<file path="config.mk">
export PLATFORM = sky130hd
export DESIGN_NAME = spec_load_tracker
export DESIGN_NICKNAME = d
export VERILOG_FILES = /design/src/rtl/sld_pkg.sv /design/src/rtl/sld_flag_file.sv /design/src/rtl/sld_rsp_stage.sv /design/src/rtl/spec_load_tracker.sv
export SDC_FILE = /design/constraint.sdc
export NUM_CORES = 1
export LEC_CHECK = 0
export BUFFER_PORTS_ARGS = -buffer_cell sky130_fd_sc_hd__buf_2
export CAP_MARGIN = 10
export CORE_AREA = 2 2 148 150
export CTS_CLUSTER_SIZE = 8
export DETAILED_ROUTE_END_ITERATION = 12
export DIE_AREA = 0 0 150 152
export HOLD_SLACK_MARGIN = 0.15
export PLACE_DENSITY = 0.8
export SLEW_MARGIN = 30
export SYNTH_ARGS = -nofsm -noshare
export SYNTH_HDL_FRONTEND = slang
export SYNTH_SLANG_ARGS = --single-unit
</file>
<file path="constraint.sdc">
create_clock -name clk_i -period 2.3 [get_ports clk_i]
set_clock_uncertainty 0.15 [all_clocks]
set_input_delay 0.46 -clock clk_i [delete_from_list [all_inputs] [get_ports clk_i]]
set_output_delay 0.46 -clock clk_i [all_outputs]
set_load 0.005 [all_outputs]
</file>
<file path="src/rtl/sld_pkg.sv">
package sld_pkg;
  localparam int unsigned NUM_GPR = 128;
  localparam int unsigned XLEN    = 64;

  typedef enum logic {
    LD_NORMAL = 1'b0,
    LD_SPEC   = 1'b1
  } ld_kind_e;
endpackage

</file>
<file path="src/rtl/sld_flag_file.sv">
module sld_flag_file #(
  parameter int unsigned N_REGS = sld_pkg::NUM_GPR,
  parameter int unsigned REG_W  = $clog2(N_REGS)
) (
  input  logic             clk_i,
  input  logic             rst_ni,
  input  logic             set_valid_i,
  input  logic [REG_W-1:0] set_reg_i,
  input  logic             clr_a_valid_i,
  input  logic [REG_W-1:0] clr_a_reg_i,
  input  logic             clr_b_valid_i,
  input  logic [REG_W-1:0] clr_b_reg_i,
  input  logic             chk_valid_i,
  input  logic [REG_W-1:0] chk_reg_i,
  output logic             chk_exc_o,
  output logic [REG_W-1:0] chk_exc_reg_o
);
  logic [N_REGS-1:0] flag_q, flag_d;

  for (genvar g = 0; g < N_REGS; g++) begin : g_flag
    logic hit_set, hit_clr;
    assign hit_set = set_valid_i && (set_reg_i == REG_W'(g));
    assign hit_clr = (clr_a_valid_i && (clr_a_reg_i == REG_W'(g)))
                  || (clr_b_valid_i && (clr_b_reg_i == REG_W'(g)))
                  || (chk_valid_i   && (chk_reg_i   == REG_W'(g)));
    // set beats any clear in the same cycle
    assign flag_d[g] = hit_set | (flag_q[g] & ~hit_clr);
  end

  always_ff @(posedge clk_i or negedge rst_ni) begin
    if (!rst_ni) begin
      flag_q        <= '0;
      chk_exc_o     <= 1'b0;
      chk_exc_reg_o <= '0;
    end else begin
      flag_q        <= flag_d;
      chk_exc_o     <= chk_valid_i && flag_q[chk_reg_i];
      chk_exc_reg_o <= chk_reg_i;
    end
  end


  fault_sets_token_chk: assert property (@(posedge clk_i) disable iff (!rst_ni)
    set_valid_i |=> flag_q[$past(set_reg_i)]);


  check_consumes_chk: assert property (@(posedge clk_i) disable iff (!rst_ni)
    (chk_valid_i && !(set_valid_i && set_reg_i == chk_reg_i)) |=> !flag_q[$past(chk_reg_i)]);


  chk_exc_origin_chk: assert property (@(posedge clk_i) disable iff (!rst_ni)
    chk_exc_o |-> ($past(chk_valid_i) && chk_exc_reg_o == $past(chk_reg_i)));


  write_clears_chk: assert property (@(posedge clk_i) disable iff (!rst_ni)
    (clr_a_valid_i && !(set_valid_i && set_reg_i == clr_a_reg_i)) |=> !flag_q[$past(clr_a_reg_i)]);
endmodule

</file>
<file path="src/rtl/sld_rsp_stage.sv">
module sld_rsp_stage
  import sld_pkg::*;
#(
  parameter int unsigned XLEN_P = sld_pkg::XLEN,
  parameter int unsigned REG_W  = 7
) (
  input  logic              clk_i,
  input  logic              rst_ni,
  input  logic              rsp_valid_i,
  input  logic [REG_W:0]    rsp_tag_i,
  input  logic [XLEN_P-1:0] rsp_data_i,
  input  logic              rsp_fault_i,
  output logic              set_valid_o,
  output logic              clr_valid_o,
  output logic [REG_W-1:0]  rsp_reg_o,
  output logic              wb_valid_o,
  output logic [REG_W-1:0]  wb_reg_o,
  output logic [XLEN_P-1:0] wb_data_o,
  output logic              ld_exc_o,
  output logic [REG_W-1:0]  ld_exc_reg_o
);
  ld_kind_e kind;
  logic     trap;

  assign kind        = ld_kind_e'(rsp_tag_i[REG_W]);
  assign rsp_reg_o   = rsp_tag_i[REG_W-1:0];
  assign set_valid_o = rsp_valid_i && rsp_fault_i && (kind == LD_SPEC);
  assign trap        = rsp_valid_i && rsp_fault_i && (kind == LD_NORMAL);
  assign clr_valid_o = rsp_valid_i && !rsp_fault_i;

  always_ff @(posedge clk_i or negedge rst_ni) begin
    if (!rst_ni) begin
      wb_valid_o   <= 1'b0;
      wb_reg_o     <= '0;
      wb_data_o    <= '0;
      ld_exc_o     <= 1'b0;
      ld_exc_reg_o <= '0;
    end else begin
      wb_valid_o   <= clr_valid_o || set_valid_o;
      wb_reg_o     <= rsp_reg_o;
      wb_data_o    <= rsp_fault_i ? '0 : rsp_data_i;
      ld_exc_o     <= trap;
      ld_exc_reg_o <= rsp_reg_o;
    end
  end


  trap_origin_chk: assert property (@(posedge clk_i) disable iff (!rst_ni)
    ld_exc_o |-> ($past(rsp_valid_i && rsp_fault_i) && !$past(rsp_tag_i[REG_W])));


  zero_on_fault_chk: assert property (@(posedge clk_i) disable iff (!rst_ni)
    (wb_valid_o && $past(rsp_fault_i)) |-> (wb_data_o == '0));


  trap_no_wb_chk: assert property (@(posedge clk_i) disable iff (!rst_ni)
    (rsp_valid_i && rsp_fault_i && !rsp_tag_i[REG_W]) |=> !wb_valid_o);
endmodule

</file>
<file path="src/rtl/spec_load_tracker.sv">
module spec_load_tracker
  import sld_pkg::*;
#(
  parameter int unsigned N_REGS = sld_pkg::NUM_GPR,
  parameter int unsigned XLEN_P = sld_pkg::XLEN,
  parameter int unsigned AW     = 64,
  parameter int unsigned REG_W  = $clog2(N_REGS)
) (
  input  logic              clk_i,
  input  logic              rst_ni,
  input  logic              ld_valid_i,
  input  logic              ld_spec_i,
  input  logic [REG_W-1:0]  ld_dst_i,
  input  logic [AW-1:0]     ld_addr_i,
  output logic              mem_req_o,
  output logic [AW-1:0]     mem_addr_o,
  output logic [REG_W:0]    mem_tag_o,
  input  logic              mem_rsp_valid_i,
  input  logic [REG_W:0]    mem_rsp_tag_i,
  input  logic [XLEN_P-1:0] mem_rsp_data_i,
  input  logic              mem_rsp_fault_i,
  input  logic              gpr_wr_valid_i,
  input  logic [REG_W-1:0]  gpr_wr_reg_i,
  input  logic              chk_valid_i,
  input  logic [REG_W-1:0]  chk_reg_i,
  output logic              wb_valid_o,
  output logic [REG_W-1:0]  wb_reg_o,
  output logic [XLEN_P-1:0] wb_data_o,
  output logic              ld_exc_o,
  output logic [REG_W-1:0]  ld_exc_reg_o,
  output logic              chk_exc_o,
  output logic [REG_W-1:0]  chk_exc_reg_o
);
  logic             rsp_set, rsp_clr;
  logic [REG_W-1:0] rsp_reg;

  // tag travels with the request; no in-flight state kept here
  assign mem_req_o  = ld_valid_i;
  assign mem_addr_o = ld_addr_i;
  assign mem_tag_o  = {ld_spec_i, ld_dst_i};

  sld_rsp_stage #(.XLEN_P(XLEN_P), .REG_W(REG_W)) i_rsp (
    .clk_i        (clk_i),
    .rst_ni       (rst_ni),
    .rsp_valid_i  (mem_rsp_valid_i),
    .rsp_tag_i    (mem_rsp_tag_i),
    .rsp_data_i   (mem_rsp_data_i),
    .rsp_fault_i  (mem_rsp_fault_i),
    .set_valid_o  (rsp_set),
    .clr_valid_o  (rsp_clr),
    .rsp_reg_o    (rsp_reg),
    .wb_valid_o   (wb_valid_o),
    .wb_reg_o     (wb_reg_o),
    .wb_data_o    (wb_data_o),
    .ld_exc_o     (ld_exc_o),
    .ld_exc_reg_o (ld_exc_reg_o)
  );

  sld_flag_file #(.N_REGS(N_REGS), .REG_W(REG_W)) i_flags (
    .clk_i         (clk_i),
    .rst_ni        (rst_ni),
    .set_valid_i   (rsp_set),
    .set_reg_i     (rsp_reg),
    .clr_a_valid_i (gpr_wr_valid_i),
    .clr_a_reg_i   (gpr_wr_reg_i),
    .clr_b_valid_i (rsp_clr),
    .clr_b_reg_i   (rsp_reg),
    .chk_valid_i   (chk_valid_i),
    .chk_reg_i     (chk_reg_i),
    .chk_exc_o     (chk_exc_o),
    .chk_exc_reg_o (chk_exc_reg_o)
  );


  reset_quiet_chk: assert property (@(posedge clk_i) disable iff (!rst_ni)
    $rose(rst_ni) |-> !(wb_valid_o || ld_exc_o || chk_exc_o));
endmodule

</file>
[Yosys cells after proc, flatten, opt, wreduce, memory -nomap -nowiden]
Index checks and enable logic that the tools add are counted.
Word-level totals
  bits in registers: 209
  input bits: 165
  word-level logic and storage cells: 1555
Operators by class
  magnitude comparators: 1
  equal/unequal tests: 381
  multiplexer cells: 3
  bitwise operators: 385
  reduce and logical (&&, ||, !) cells: 778
Operators by type and width (number)
  7-bit equality test (second input constant): 192
  7-bit by 6-bit equality test with 1-bit output (second input constant): 96
  1-bit logical AND: 517
  7-bit by 5-bit equality test with 1-bit output (second input constant): 48
  1-bit logical OR: 257
  7-bit by 4-bit equality test with 1-bit output (second input constant): 24
  1-bit NOT: 129
  1-bit AND: 128
  1-bit bitwise OR: 128
  7-bit by 3-bit equality test with 1-bit output (second input constant): 12
  64-bit two-way mux: 1
  7-bit by 2-bit equality test with 1-bit output (second input constant): 6
  7-bit by 1-bit equality test with 1-bit output (second input constant): 3
  7-bit logical NOT: 3
  7-bit by 8-bit < comparator with 1-bit output (second input constant): 1
  1-bit binary-select mux with 7-bit select: 1
  1-bit logical NOT: 1
  1-bit two-way mux: 1

[Logic depth before layout (Yosys ltp)]
  depth after elaboration: 8
  gate-level depth with buffers: 9
  gate-level depth less buffers: 5

[Modules after synthesis]
A second synthesis with hierarchy kept.
Unflattened totals
  cells, all modules: 1142
  area, all modules: 11113.2 µm²
By module, submodules not included
  sld_flag_file: instances 1, cells each 906, area an instance 8152.8 µm²
  sld_rsp_stage: instances 1, cells each 163, area an instance 2412.3 µm²
  spec_load_tracker: instances 1, cells each 73, area an instance 548.0 µm²

[Worst setup path before layout]
OpenSTA, ideal clock, no wires.
  path kind: in2reg
  start: input port chk_reg_i[0]
  end: register i_flags.chk_exc_o
  library setup time: 132 ps
  arrival time: 1834 ps
  slack: 184 ps
  cell stages on the path: 5
  path through: buf_6 mux4_1 mux4_2 mux2i_1 a211oi_2
Between the ends
  longest elaborated chain between the ends: 3
RTL lines
  from (decl): line spec_load_tracker.sv:25  | input logic [REG_W-1:0] chk_reg_i,
  1-bit binary-select mux with 7-bit select: line sld_flag_file.sv:37  | chk_exc_o <= chk_valid_i && flag_q[chk_reg_i];
  1-bit two-way mux (implied by the code): line sld_flag_file.sv:37
  1-bit logical AND: line sld_flag_file.sv:37
  to (signal assigned): line sld_flag_file.sv:37
  to (decl): line sld_flag_file.sv:15  | output logic chk_exc_o,
No other way between the ends. The select of a mux whose other input is x is not followed.

[Worst setup path in the final report]
  start: input port chk_reg_i[1]
  end: register i_flags.chk_exc_o
Same word-level chain as after synthesis.

==> out/summary.txt <==
Syn nets: 1,241
Peak VDD IR: 961 uV
Max-Cap Viols: 0
Post-DP HPWL: 23.7 mm
Max transition margin: 55.5%
DR DRC count: 0
Final setup violation count: 0
Distinct cell type count after synthesis: 39
Finished Core Util: 62.2%
CTS Buffer Depth: 3
Clk Tree Root Cell: clkbuf_16
Crit path time final: 2.25 ns
WL final: 36.3 mm
Hold Path End: i_flags.chk_exc_reg_o[5]
R2r setup slk: 0.25 ns
Fin. max-slew vios: 0
CTS tree: yes
Port bufs: 179
Starting density of the core: 50.9%
Clk pwr share: 43.7%
Setup crit start: chk_reg_i[1]
Cells after Synth: 1,076
Fmax: 445 MHz
Post-route cell area: 13,300 um2
Area grow syn2layout: 22.4%
Die span in x: 150 um
Max FO, Critical Path: 16
Drt first pass iters: 8
Post-synth EDFFs: 0
Critical path launch point type: input port
Commonest non-fill, non-tap cells in the layout: 219 x o22ai_1, 209 x dfrtp_1, 177 x buf_2, 88 x nor2b_1, 82 x o21ai_0
Yosys warnings: 0
Final Hold Viols: 0
Die Y-Extent: 152 um
Worst R2R Start: i_flags.flag_q[91]
Hold depth: 2
Seq pwr share: 44.1%
Average size of a mapped cell: 10.1 um2
Placed cell areas: 11,700 um2
Internal: 6.67 mW
Layout Nets: 1,432
Clock tree sinks: 209
Antenna-violating nets left: 0
Sequential share of the synthesized area: 48.2%
Vias per cell: 6.62
First-pass GRT wire length: 56.1 mm
Clock Pin Slew Worst Setup and Hold Paths: 0.05 ns
Congestion Overflow GR: 0
Crit share post-route: 97.6%
Syn Std Cell Area: 10,900 um2
Share of cells above drive strength 1: 24.0%
Switching share of total power: 25.4%
Placer's final routability congestion estimate: 0.952
Skew-Pair Late Insertion Delay: 0.54 ns
Pleak: 5.70 nW
CORE AREA: 21,400 um2
Depth of the worst register-to-register path: 4
RSZ-0062 raised after global routing: true
Main flop type after synthesis: dfrtp_1
Fraction of registers with async set/reset: 100%
Crit path arrival time: 2.50 ns
Hold_sp: chk_reg_i[5]
Diodes inserted: 0
Net Sw Power: 2.27 mW
Global router's overall resource usage: 31.0%
Initial antenna violation count: 1
Depth of the CTS H-tree: 1
Most common cell after layout, fill and taps aside: o22ai_1
Via count: 10,300
WL/cell: 23.5 um
Comb pwr share: 12.2%
FP Rows: 54
HP Class: in2reg
Initial DRC count: 1,482
Worst reg2reg endpoint: i_flags.chk_exc_o
Die area: 22,800 um2
Worst slew pin tran: 0.666 ns
Outcome: finished, final reports clean
IO Pins: 326
Vias in the first global route: 10,300
Synthesized flop and latch total: 209
Crit path kind: in2reg
Worst EP required: 2.56 ns
Largest net degree at the start of global routing: 65
Num CTS Buffers: 30
CP endpoint kind: register
P per Cell Area: 673 nW/um2
## power groups by stage
| stage | clock network (mW) | logic (mW) | registers [mW] |
|---|---|---|---|
| 6_report | 3.91 | 1.09 | 3.95 |
| 5_1_grt | 4.07 | 1.16 | 3.96 |
| 4_1_cts | 3.86 | 1.04 | 3.94 |
| 3_5_place_dp | 0 | 0.928 | 3.99 |
| 3_3_place_gp | 0 | 0.902 | 3.99 |
| 2_1_floorplan | 0 | 0.596 | 3.98 |
## cells by family after synthesis
logic type | after synthesis | share of synthesized area, %
AOI/OAI and AO/OA | 362 | 21.4
buffers and inverters | 179 | 9.54
muxes | 38 | 7.25
and+or+nand+nor | 288 | 13.6
DFF | 209 | 48.2
## cells in the mapped netlist, types with 5 or more instances
| cell type | count | area [um2] |
|---|---|---|
| o22ai_1 | 220 | 1380 |
| dfrtp_1 | 209 | 5230 |
| nor2b_1 | 88 | 551 |
| o21ai_0 | 82 | 410 |
| buf_4 | 81 | 608 |
| clkbuf_1 | 74 | 278 |
| nor2_1 | 64 | 240 |
| nand2_1 | 51 | 191 |
| o221ai_1 | 48 | 420 |
| nand3_1 | 40 | 200 |
| mux4_1 | 17 | 447 |
| nand4_1 | 11 | 68.8 |
| inv_1 | 10 | 37.5 |
| mux4_2 | 9 | 203 |
| buf_2 | 8 | 40.0 |
| nand2b_1 | 8 | 50.1 |
| nand3b_1 | 7 | 52.6 |
| nor3_1 | 6 | 30.0 |
| mux2_1 | 5 | 56.3 |
| mux2_2 | 5 | 56.3 |
| or3b_2 | 5 | 43.8 |
## sequential cells by signal, summed over array words and instances, names as in the netlist
signal	cells
i_flags.chk_exc_o	1
i_flags.chk_exc_reg_o	7
i_flags.flag_q	128
i_rsp.ld_exc_o	1
i_rsp.ld_exc_reg_o	7
i_rsp.wb_data_o	64
i_rsp.wb_valid_o	1
## metal layers
metal / global-route usage, % / share of wire, %
met1: 39.4 / 36
met2: 50.8 / 48
met3: 7.93 / 12
met4: 12.1 / 4.3
met5: 1.52 / 0.15
## metrics by stage
step | setup WS [ns] | hold WS (ns) | power [mW] | cells | setup TNS [ns]
after global routing | -0.0157 | 0.189 | 9.18 | 1548 | -0.0211
after CTS | 0.0216 | 0.167 | 8.84 | 1548 | 0
final | 0.0546 | 0.194 | 8.94 | 1548 | 0
after floorplan | 0.184 | 0.0144 | 4.57 | 1076 | 0
after global placement | -0.139 | 0.264 | 4.89 | 1434 | -0.139
after detailed placement | -0.173 | 0.265 | 4.92 | 1434 | -0.173
## worst max-delay path by stage
stage / to / slack [ns] / depth (start not counted)
global placement: i_flags.chk_exc_o / -0.14 / 6
CTS: i_flags.chk_exc_o / 0.02 / 8
detailed placement: i_flags.chk_exc_o / -0.17 / 8
floorplan: i_flags.chk_exc_o / 0.18 / 5
finish: i_flags.chk_exc_o / 0.05 / 8
global route: i_flags.flag_q[78] / -0.02 / 6
## worst max-delay path, stage by stage
cell,delay (ns)
dlygate4sd3_1,0.54
buf_4,0.20
buf_4,0.18
or3_4,0.42
o22ai_2,0.23
nor4_1,0.09
o31ai_1,0.30
a211oi_2,0.08
## layout make-up
type                       instances  area [um2]
multi-input combinational        688        4600
clock inverter                     1        8.76
sequential                       209        5230
tap                              280         350
clock buffer                      32         779
inverter                          10        37.5
fill                            1640        8060
timing repair buffer             328        2280
## repair_timing
action                     CTS  global route
setup endpoints to repair    0             4
hold buffers                81             0
hold endpoints to repair   287             0
gates resized for setup      0             4
buffers inserted             0             0
(Power assumes the default switching activity.)
